`config.mk`:
```
export PLATFORM = sky130hd
export DESIGN_NAME = gpio_lock_port
export DESIGN_NICKNAME = d
export VERILOG_FILES = /design/src/rtl/gpio_lock_pkg.sv /design/src/rtl/gpio_sync.sv /design/src/rtl/gpio_lock_ctrl.sv /design/src/rtl/gpio_pad_decode.sv /design/src/rtl/gpio_lock_port.sv
export SDC_FILE = /design/constraint.sdc
export NUM_CORES = 1
export LEC_CHECK = 0
export ABC_AREA = 1
export BUFFER_PORTS_ARGS = -buffer_cell sky130_fd_sc_hd__buf_2
export CAP_MARGIN = 20
export CORE_MARGIN = 4
export CORE_UTILIZATION = 45
export CTS_BUF_LIST = sky130_fd_sc_hd__clkbuf_16
export CTS_CLUSTER_SIZE = 14
export DETAILED_ROUTE_END_ITERATION = 6
export PLACE_DENSITY_LB_ADDON = 0.1
export SLEW_MARGIN = 20
export SYNTH_ARGS = -nofsm -noshare
export SYNTH_HDL_FRONTEND = slang
export SYNTH_SLANG_ARGS = --single-unit
```
`constraint.sdc`:
```
create_clock -name clk_i -period 1.8 [get_ports clk_i]
set_clock_uncertainty 0.2 [all_clocks]
set_input_delay 0.18 -clock clk_i [delete_from_list [all_inputs] [get_ports clk_i]]
set_output_delay 0.18 -clock clk_i [all_outputs]
set_load 0.01 [all_outputs]
```
`src/rtl/gpio_lock_pkg.sv`:
```
package gpio_lock_pkg;
  localparam int N_PINS    = 16;
  localparam int FIELD_W   = 4;
  localparam int PER_WORD  = 32 / FIELD_W;
  localparam int ADDR_W    = 3;
  localparam int KEY_BIT   = 16;

  localparam logic [ADDR_W-1:0] A_CFG_LO = 3'd0;
  localparam logic [ADDR_W-1:0] A_CFG_HI = 3'd1;
  localparam logic [ADDR_W-1:0] A_IN     = 3'd2;
  localparam logic [ADDR_W-1:0] A_OUT    = 3'd3;
  localparam logic [ADDR_W-1:0] A_SETCLR = 3'd4;
  localparam logic [ADDR_W-1:0] A_CLR    = 3'd5;
  localparam logic [ADDR_W-1:0] A_LOCK   = 3'd6;

  localparam logic [FIELD_W-1:0] FIELD_RST = 4'h4;
  localparam logic [1:0]         TYPE_PULL = 2'b10;

  typedef enum logic [1:0] {LK_IDLE, LK_ARM1, LK_ARM0, LK_WAIT_RD} lk_state_e;
endpackage

```
`src/rtl/gpio_sync.sv`:
```
module gpio_sync #(
  parameter int W      = 16,
  parameter int STAGES = 2
) (
  input  logic         clk_i,
  input  logic         rst_ni,
  input  logic [W-1:0] d_i,
  output logic [W-1:0] q_o
);
  logic [W-1:0] stg [STAGES];

  always_ff @(posedge clk_i or negedge rst_ni) begin
    if (!rst_ni) begin
      for (int i = 0; i < STAGES; i++) stg[i] <= '0;
    end else begin
      stg[0] <= d_i;
      for (int i = 1; i < STAGES; i++) stg[i] <= stg[i-1];
    end
  end

  assign q_o = stg[STAGES-1];
endmodule

```
`src/rtl/gpio_lock_ctrl.sv`:
```
module gpio_lock_ctrl
  import gpio_lock_pkg::*;
#(
  parameter int NP = N_PINS
) (
  input  logic          clk_i,
  input  logic          rst_ni,
  input  logic          wr_i,
  input  logic          rd_i,
  input  logic          key_i,
  input  logic [NP-1:0] mask_i,
  output logic          locked_o,
  output logic [NP-1:0] mask_o
);
  lk_state_e     st_q;
  logic [NP-1:0] mask_q;
  logic          locked_q;
  logic          same;

  assign same = (mask_i == mask_q);

  always_ff @(posedge clk_i or negedge rst_ni) begin
    if (!rst_ni) begin
      st_q     <= LK_IDLE;
      mask_q   <= '0;
      locked_q <= 1'b0;
    end else if (!locked_q) begin
      if (wr_i) begin
        mask_q <= mask_i;
        case (st_q)
          LK_ARM1: st_q <= (!key_i && same) ? LK_ARM0 : (key_i ? LK_ARM1 : LK_IDLE);
          LK_ARM0: st_q <= (key_i && same) ? LK_WAIT_RD : (key_i ? LK_ARM1 : LK_IDLE);
          default: st_q <= key_i ? LK_ARM1 : LK_IDLE;
        endcase
      end else if (rd_i && st_q == LK_WAIT_RD) begin
        locked_q <= 1'b1;
        st_q     <= LK_IDLE;
      end
    end
  end

  assign locked_o = locked_q;
  assign mask_o   = mask_q;
endmodule

```
`src/rtl/gpio_pad_decode.sv`:
```
module gpio_pad_decode
  import gpio_lock_pkg::*;
#(
  parameter int NP = N_PINS
) (
  input  logic [NP*FIELD_W-1:0] cfg_i,
  input  logic [NP-1:0]         odr_i,
  output logic [NP-1:0]         out_o,
  output logic [NP-1:0]         oe_o,
  output logic [NP-1:0]         od_o,
  output logic [NP-1:0]         pull_en_o,
  output logic [NP-1:0]         pull_up_o
);
  for (genvar p = 0; p < NP; p++) begin : g_pin
    logic [1:0] mode, typ;
    assign mode         = cfg_i[FIELD_W*p +: 2];
    assign typ          = cfg_i[FIELD_W*p+2 +: 2];
    assign oe_o[p]      = (mode != 2'b00);
    assign out_o[p]     = oe_o[p] & odr_i[p];
    assign od_o[p]      = oe_o[p] & typ[0];
    assign pull_en_o[p] = !oe_o[p] && (typ == TYPE_PULL);
    assign pull_up_o[p] = pull_en_o[p] & odr_i[p];
  end
endmodule

```
`src/rtl/gpio_lock_port.sv`:
```
module gpio_lock_port
  import gpio_lock_pkg::*;
#(
  parameter int SYNC_STAGES = 2
) (
  input  logic              clk_i,
  input  logic              rst_ni,
  input  logic              we_i,
  input  logic              re_i,
  input  logic [ADDR_W-1:0] addr_i,
  input  logic [31:0]       wdata_i,
  output logic [31:0]       rdata_o,
  input  logic [N_PINS-1:0] pin_i,
  output logic [N_PINS-1:0] pad_out_o,
  output logic [N_PINS-1:0] pad_oe_o,
  output logic [N_PINS-1:0] pad_od_o,
  output logic [N_PINS-1:0] pad_pull_en_o,
  output logic [N_PINS-1:0] pad_pull_up_o
);
  localparam int NP    = N_PINS;
  localparam int CFG_W = NP * FIELD_W;

  logic [CFG_W-1:0] cfg_q;
  logic [CFG_W-1:0] cfg_wdata;
  logic [NP-1:0]    cfg_we;
  logic [NP-1:0]    odr_q;
  logic [NP-1:0]    idr;
  logic [NP-1:0]    lock_mask;
  logic             locked;

  gpio_sync #(.W(NP), .STAGES(SYNC_STAGES)) u_sync (
    .clk_i (clk_i),
    .rst_ni(rst_ni),
    .d_i   (pin_i),
    .q_o   (idr)
  );

  gpio_lock_ctrl #(.NP(NP)) u_lock (
    .clk_i   (clk_i),
    .rst_ni  (rst_ni),
    .wr_i    (we_i && addr_i == A_LOCK),
    .rd_i    (re_i && addr_i == A_LOCK),
    .key_i   (wdata_i[KEY_BIT]),
    .mask_i  (wdata_i[NP-1:0]),
    .locked_o(locked),
    .mask_o  (lock_mask)
  );

  assign cfg_wdata = {wdata_i, wdata_i};

  for (genvar p = 0; p < NP; p++) begin : g_cfg_we
    localparam logic [ADDR_W-1:0] WORD = (p < PER_WORD) ? A_CFG_LO : A_CFG_HI;
    assign cfg_we[p] = we_i && (addr_i == WORD) && !(locked && lock_mask[p]);
  end

  always_ff @(posedge clk_i or negedge rst_ni) begin
    if (!rst_ni) begin
      cfg_q <= {NP{FIELD_RST}};
    end else begin
      for (int p = 0; p < NP; p++)
        if (cfg_we[p]) cfg_q[FIELD_W*p +: FIELD_W] <= cfg_wdata[FIELD_W*p +: FIELD_W];
    end
  end

  // set half wins over clear half on the same pin
  always_ff @(posedge clk_i or negedge rst_ni) begin
    if (!rst_ni) begin
      odr_q <= '0;
    end else if (we_i) begin
      case (addr_i)
        A_OUT:    odr_q <= wdata_i[NP-1:0];
        A_SETCLR: odr_q <= (odr_q & ~wdata_i[31:16]) | wdata_i[NP-1:0];
        A_CLR:    odr_q <= odr_q & ~wdata_i[NP-1:0];
        default:  ;
      endcase
    end
  end

  always_comb begin
    case (addr_i)
      A_CFG_LO: rdata_o = cfg_q[31:0];
      A_CFG_HI: rdata_o = cfg_q[63:32];
      A_IN:     rdata_o = {16'b0, idr};
      A_OUT:    rdata_o = {16'b0, odr_q};
      A_LOCK:   rdata_o = {15'b0, locked, lock_mask};
      default:  rdata_o = '0;
    endcase
  end

  gpio_pad_decode #(.NP(NP)) u_dec (
    .cfg_i    (cfg_q),
    .odr_i    (odr_q),
    .out_o    (pad_out_o),
    .oe_o     (pad_oe_o),
    .od_o     (pad_od_o),
    .pull_en_o(pad_pull_en_o),
    .pull_up_o(pad_pull_up_o)
  );
endmodule

```
After elaboration in Yosys (flattened, before gate mapping)
Index checks and enable logic that the tools add are counted.
- bits in read-only memories: 0
- memory bits (writable): 0
- word-level logic and storage cells: 223
- latch bits: 0
- output and inout port bits: 112
- memories: 0
- bits in registers: 131
- input port bits: 55
- magnitude comparators: 0
- multiplexer cells: 11
- bitwise gates (word level): 54
- eq/ne operators: 26
- div/mod/pow operators: 0
- reductions and logical operators: 110
- shift operators: 0
- add/sub/neg operators: 0
- multiply operators: 0
- operators by type and width (cell ; count):
    one-hot mux 32 bit (5 select lines) ; 1
    logical AND 1 bit ; 55
    bitwise AND 1 bit ; 48
    one-hot mux 16 bit (3 select lines) ; 1
    == test 2 bit (second input constant) ; 18
    nonzero test 2 bit ; 17
    logical NOT 1 bit ; 33
    bitwise AND 16 bit ; 2
    NOT 16 bit ; 2
    == test 16 bit ; 1
    OR 16 bit ; 1
    == test 3 bit (second input constant) ; 3
    two-way mux 2 bit ; 4
    == test 3 x 2 -> 1 bit (second input constant) ; 2
    AND reduction 2 bit ; 3
    two-way mux 1 bit ; 4
    one-hot mux 2 bit (2 select lines) ; 1
    == test 3 x 1 -> 1 bit (second input constant) ; 1
    logical NOT 3 bit ; 1
    nonzero test 3 bit ; 1
    == test 2 x 1 -> 1 bit (second input constant) ; 1
    NOT 1 bit ; 1

Depth between registers and ports, before layout
- depth in word-level cells: 6
- depth in mapped cells: 10
- gate-level depth less buffers: 10

Modules after synthesis
A second synthesis with hierarchy kept.
- cell total of the unflattened synthesis: 1042
- area, all modules: 7407.1 µm²
- by module, submodules not included (module ; area each (µm²) ; cells each ; seq. area each (µm²) ; instances):
    gpio_lock_port ; 4488.1 ; 639 ; 2021.9 ; 1
    gpio_lock_ctrl ; 1057.3 ; 147 ; 475.5 ; 1
    gpio_pad_decode ; 940.9 ; 208 ; 0.0 ; 1
    gpio_sync ; 920.9 ; 48 ; 800.8 ; 1

Least setup slack after synthesis
Ideal clock, no wire load.
- kind: input -> output
- start: in addr_i[0]
- end: out rdata_o[14]
- path buffers: 2
- arrival: 1.165 ns
- path slack: 0.255 ns
- data required time: 1.420 ns
- stages: 7
- cell sequence: buf_4 -> nor3_2 -> buf_2 -> nand2_1 -> o21ai_0 -> nor2_1 -> o21ai_0
- cells in the longest elaborated chain, start to end: 2
- elaborated cells between the ends (all ways): 6
- those cells by class: eq/ne: 4; mux: 1; reduce/logical: 1
- RTL lines (what ; RTL line ; text):
    start: declaration ; gpio_lock_port.sv:10 ; input logic [ADDR_W-1:0] addr_i,
    == test 3 bit, or another cell as far along ; gpio_lock_port.sv:80 ; case (addr_i)
    one-hot mux 32 bit (5 select lines) * ; gpio_lock_port.sv:80 ;
    end: declaration ; gpio_lock_port.sv:12 ; output logic [31:0] rdata_o,
Every way passes the cells marked *; elsewhere a longest branch is shown, timed or not.

Final worst setup path
- start: reg odr_q[1]
- end: out pad_pull_up_o[1]
- cells in the longest elaborated chain, start to end: 1
- RTL lines (what ; RTL line ; text):
    start: declaration ; gpio_lock_port.sv:26 ; logic [NP-1:0] odr_q;
    start signal: assignment ; gpio_lock_port.sv:71 ; A_OUT: odr_q <= wdata_i[NP-1:0];
    start signal: assignment ; gpio_lock_port.sv:72 ; A_SETCLR: odr_q <= (odr_q & ~wdata_i[31:16]) | wdata_i[NP-1:0];
    start signal: assignment ; gpio_lock_port.sv:73 ; A_CLR: odr_q <= odr_q & ~wdata_i[NP-1:0];
    bitwise AND 1 bit ; gpio_pad_decode.sv:22 ; assign pull_up_o[p] = pull_en_o[p] & odr_i[p];
    end: declaration ; gpio_lock_port.sv:18 ; output logic [N_PINS-1:0] pad_pull_up_o
No other way between the ends.

==> qor.yml <==
finalMaxSlewViolations: 0
wl_mm: 21.52
worstMarginPinSlew_ns: 0.5884
syn_to_final_growth_pct: 48.65
whs_endpoint: "odr_q[0]$_DFFE_PN0P_"
min_from: "addr_i[1]"
outcome: "completed"
floorplan.initialDensity: 0.4609
fin_nets: 1166
r2r-end: "u_lock.locked_o$_DFF_PN0_"
ys_seq_elements: 131
clock_sinks: 131
setup_viol: 0
worst_hold_path_type: "in2reg"
min_path_cells: 5
drive_gt1_frac: 0.3634
critPathKind: "reg2out"
vias_per_cell: 5.146
r2r_slack_ns: 0.09
cts-root-buf: "clkbuf_16"
dp.cells: 1171
fp.dieW_um: 127.5
drt_iter0_drc: 530
avgSynthCellArea_um2: 7.851
timing.final.crit_share: 0.9872
synth-edff-count: 0
worstPathMaxFanout: 2
rsz0062_at_grt: "true"
synthDistinctLibCells: 30
ant_nets: 0
register_area_um2: 3301
place_ws_ns: 0.04176
yosys_warnings: 0
diodes: 0
synth_top_area_share: 0.4481
hold_slack_ns: 0.05476
drv_cap: 0
synthTopCellsByArea: "dfrtp_1 (45%), nand2_1 (12%), inv_1 (7.5%)"
grt_pass1_wl_mm: 32.96
netlist_instances: 818
core.rowCount: 43
gp_congestion: 0.9076
clk_pin_slew_worst_paths_ns: 0.06
p_per_area_nw_per_um2: 1030
synth-async-reset-ratio: 1.000
grt_max_degree: 91
clock_latency_ns: 0.42
timing.final.ws_setup_ns: 0.02300
syn_area_um2: 6422
ys.flop_type: "dfrtp_1"
rr_startpoint: "u_lock.st_q[0]$_DFFE_PN0P_"
timing.fmax_mhz: 562.7
ff2ff_path_depth: 6
synth_seq_area_share: 0.5135
p_leak_nw: 4.705
multi_input_area_um2: 2864
crit_path_end_kind: "primary output"
grt_pass1_vias: 6317
die-area_um2: 16250
drt_pre_antenna_iters: 5
cp-start-kind: "flop"
cts_buffer_depth: 2
setup_tns_ns: 0
synth_top_area_cell: "dfrtp_1"
dr_total_vias: 6690
fillers: 1173
io_buffers: 166
post-route-drc-count: 0
grt-ovfl-total: 0
cts_buffers: 17
pin_count: 167
fin_cells: 1300
cts_tree: "built"
cp_data_required_time_ns: 1.42
post_drt_wl_per_cell_um: 16.56
syn_nets: 876
die-height_um: 127.5
post-dp-hpwl_mm: 14.93
cp_data_arrival_time_ns: 1.40
hold_violations: 0
peakVddDrop_mv: 0.6501
antenna_found_initial: 0
core_um2: 13930
htree_levels: 4
fin_crit_ns: 1.777
slew_headroom: 0.6051
grt_usage: 0.2610
[cells in the final DEF (no fill, tap or decap), types with 4 or more instances in the layout]
master and instances:
nor4_2 11, a21oi_1 15, dfrtp_1 113, o22ai_1 19
o21ai_2 7, inv_6 4, dlygate4sd3_1 62, nor2_2 8
o21ai_0 57, nand2_1 204, buf_4 58, nor3_1 7
buf_12 8, inv_2 50, nand3_1 5, nor2_1 74
nor3_2 11, inv_1 82, o21ai_1 50, dfstp_2 16
clkbuf_16 17, bufinv_16 4, nor4_1 4, o22ai_2 11
a21oi_2 8, nor2_4 13, o31ai_1 16, buf_2 162
[metal layers]
layer,track usage,share of wire,vias to the layer above
met5,0,0,-
met4,0.09590,0.017,0
met3,0.06605,0.083,26
li1,-,-,3222
met2,0.3976,0.47,296
met1,0.3614,0.43,3146
[worst max path at each step]
stage,from,end,slack (ns),cells past startpoint
CTS,cfg_q[37]$_DFFE_PN0P_,pad_pull_up_o[9],-0.02,4
detailed placement,addr_i[1],rdata_o[7],0.04,8
finish,odr_q[1]$_DFFE_PN0P_,pad_pull_up_o[1],0.02,4
global route,cfg_q[13]$_DFFE_PN0P_,pad_pull_en_o[3],-0.08,4
floorplan,addr_i[0],rdata_o[14],0.25,7
global placement,addr_i[2],rdata_o[7],0.07,8
[flip-flops by register name, summed over array words and instances (netlist names)]
| register | cells |
|---|---|
| cfg_q | 64 |
| u_lock.st_q | 2 |
| u_lock.mask_o | 16 |
| u_sync.stg | 16 |
| u_lock.locked_o | 1 |
| odr_q | 16 |
| u_sync.q_o | 16 |
[where the power goes]
group	total, mW	leakage [nW]	internal (mW)	switching [mW]
Combinational	2.43	2.83	1.01	1.42
Clock	3.71	0.299	2.33	1.38
Sequential	3.69	1.57	3.39	0.301
Total	9.84	4.70	6.73	3.10
[metrics by stage]
| stage | total power [mW] | util | cell area [um^2] |
|---|---|---|---|
| after detailed placement | 5.523 | 0.5474 | 7627 |
| after floorplan | 4.651 | - | 6422 |
| after CTS | 9.526 | 0.6504 | 9064 |
| after global placement | 5.504 | 0.5474 | 7627 |
| final | 9.835 | 0.6851 | 9547 |
| after global routing | 10.31 | 0.6851 | 9547 |
[cells in the mapped netlist (15+ instances only)]
master	number
a21oi_1	15
nor4_1	16
nor3_1	16
dfstp_2	16
o22ai_1	31
o31ai_1	16
o21ai_1	36
nor2_1	92
nand2_1	205
dfrtp_1	115
inv_1	129
o21ai_0	75
[worst max-delay path, stage by stage, from the launching register on]
cell and delay [ns]:
dfrtp_1 0.36, inv_2 0.06, buf_4 0.15, nor4_2 0.24
buf_2 0.17
[layout make-up]
cell class | count | area share
Sequential cell | 131 | 0.3457
Multi-Input combinational cell | 535 | 0.3000
Timing Repair Buffer | 290 | 0.2123
Inverter | 133 | 0.05256
Clock buffer | 17 | 0.04456
Tap cell | 180 | 0.02359
Clock inverter | 14 | 0.02123
[kinds of logic after synthesis]
logic type | Yosys count | synth area share
AOI/OAI and AO/OA | 187 | 0.1660
and+or+nand+nor | 345 | 0.2215
adders and majority gates | 3 | 0.005845
DFF | 131 | 0.5135
buffers and inverters | 152 | 0.09312
[repair_timing]
action	CTS	global route
endpoints found under the hold margin	233	0
hold buffers	62	0
buffers inserted	11	25
endpoints found under the setup margin	32	59
cloned	0	0
pin swaps	10	24
resized for setup	45	97
Power figures use the tool's default switching activity.
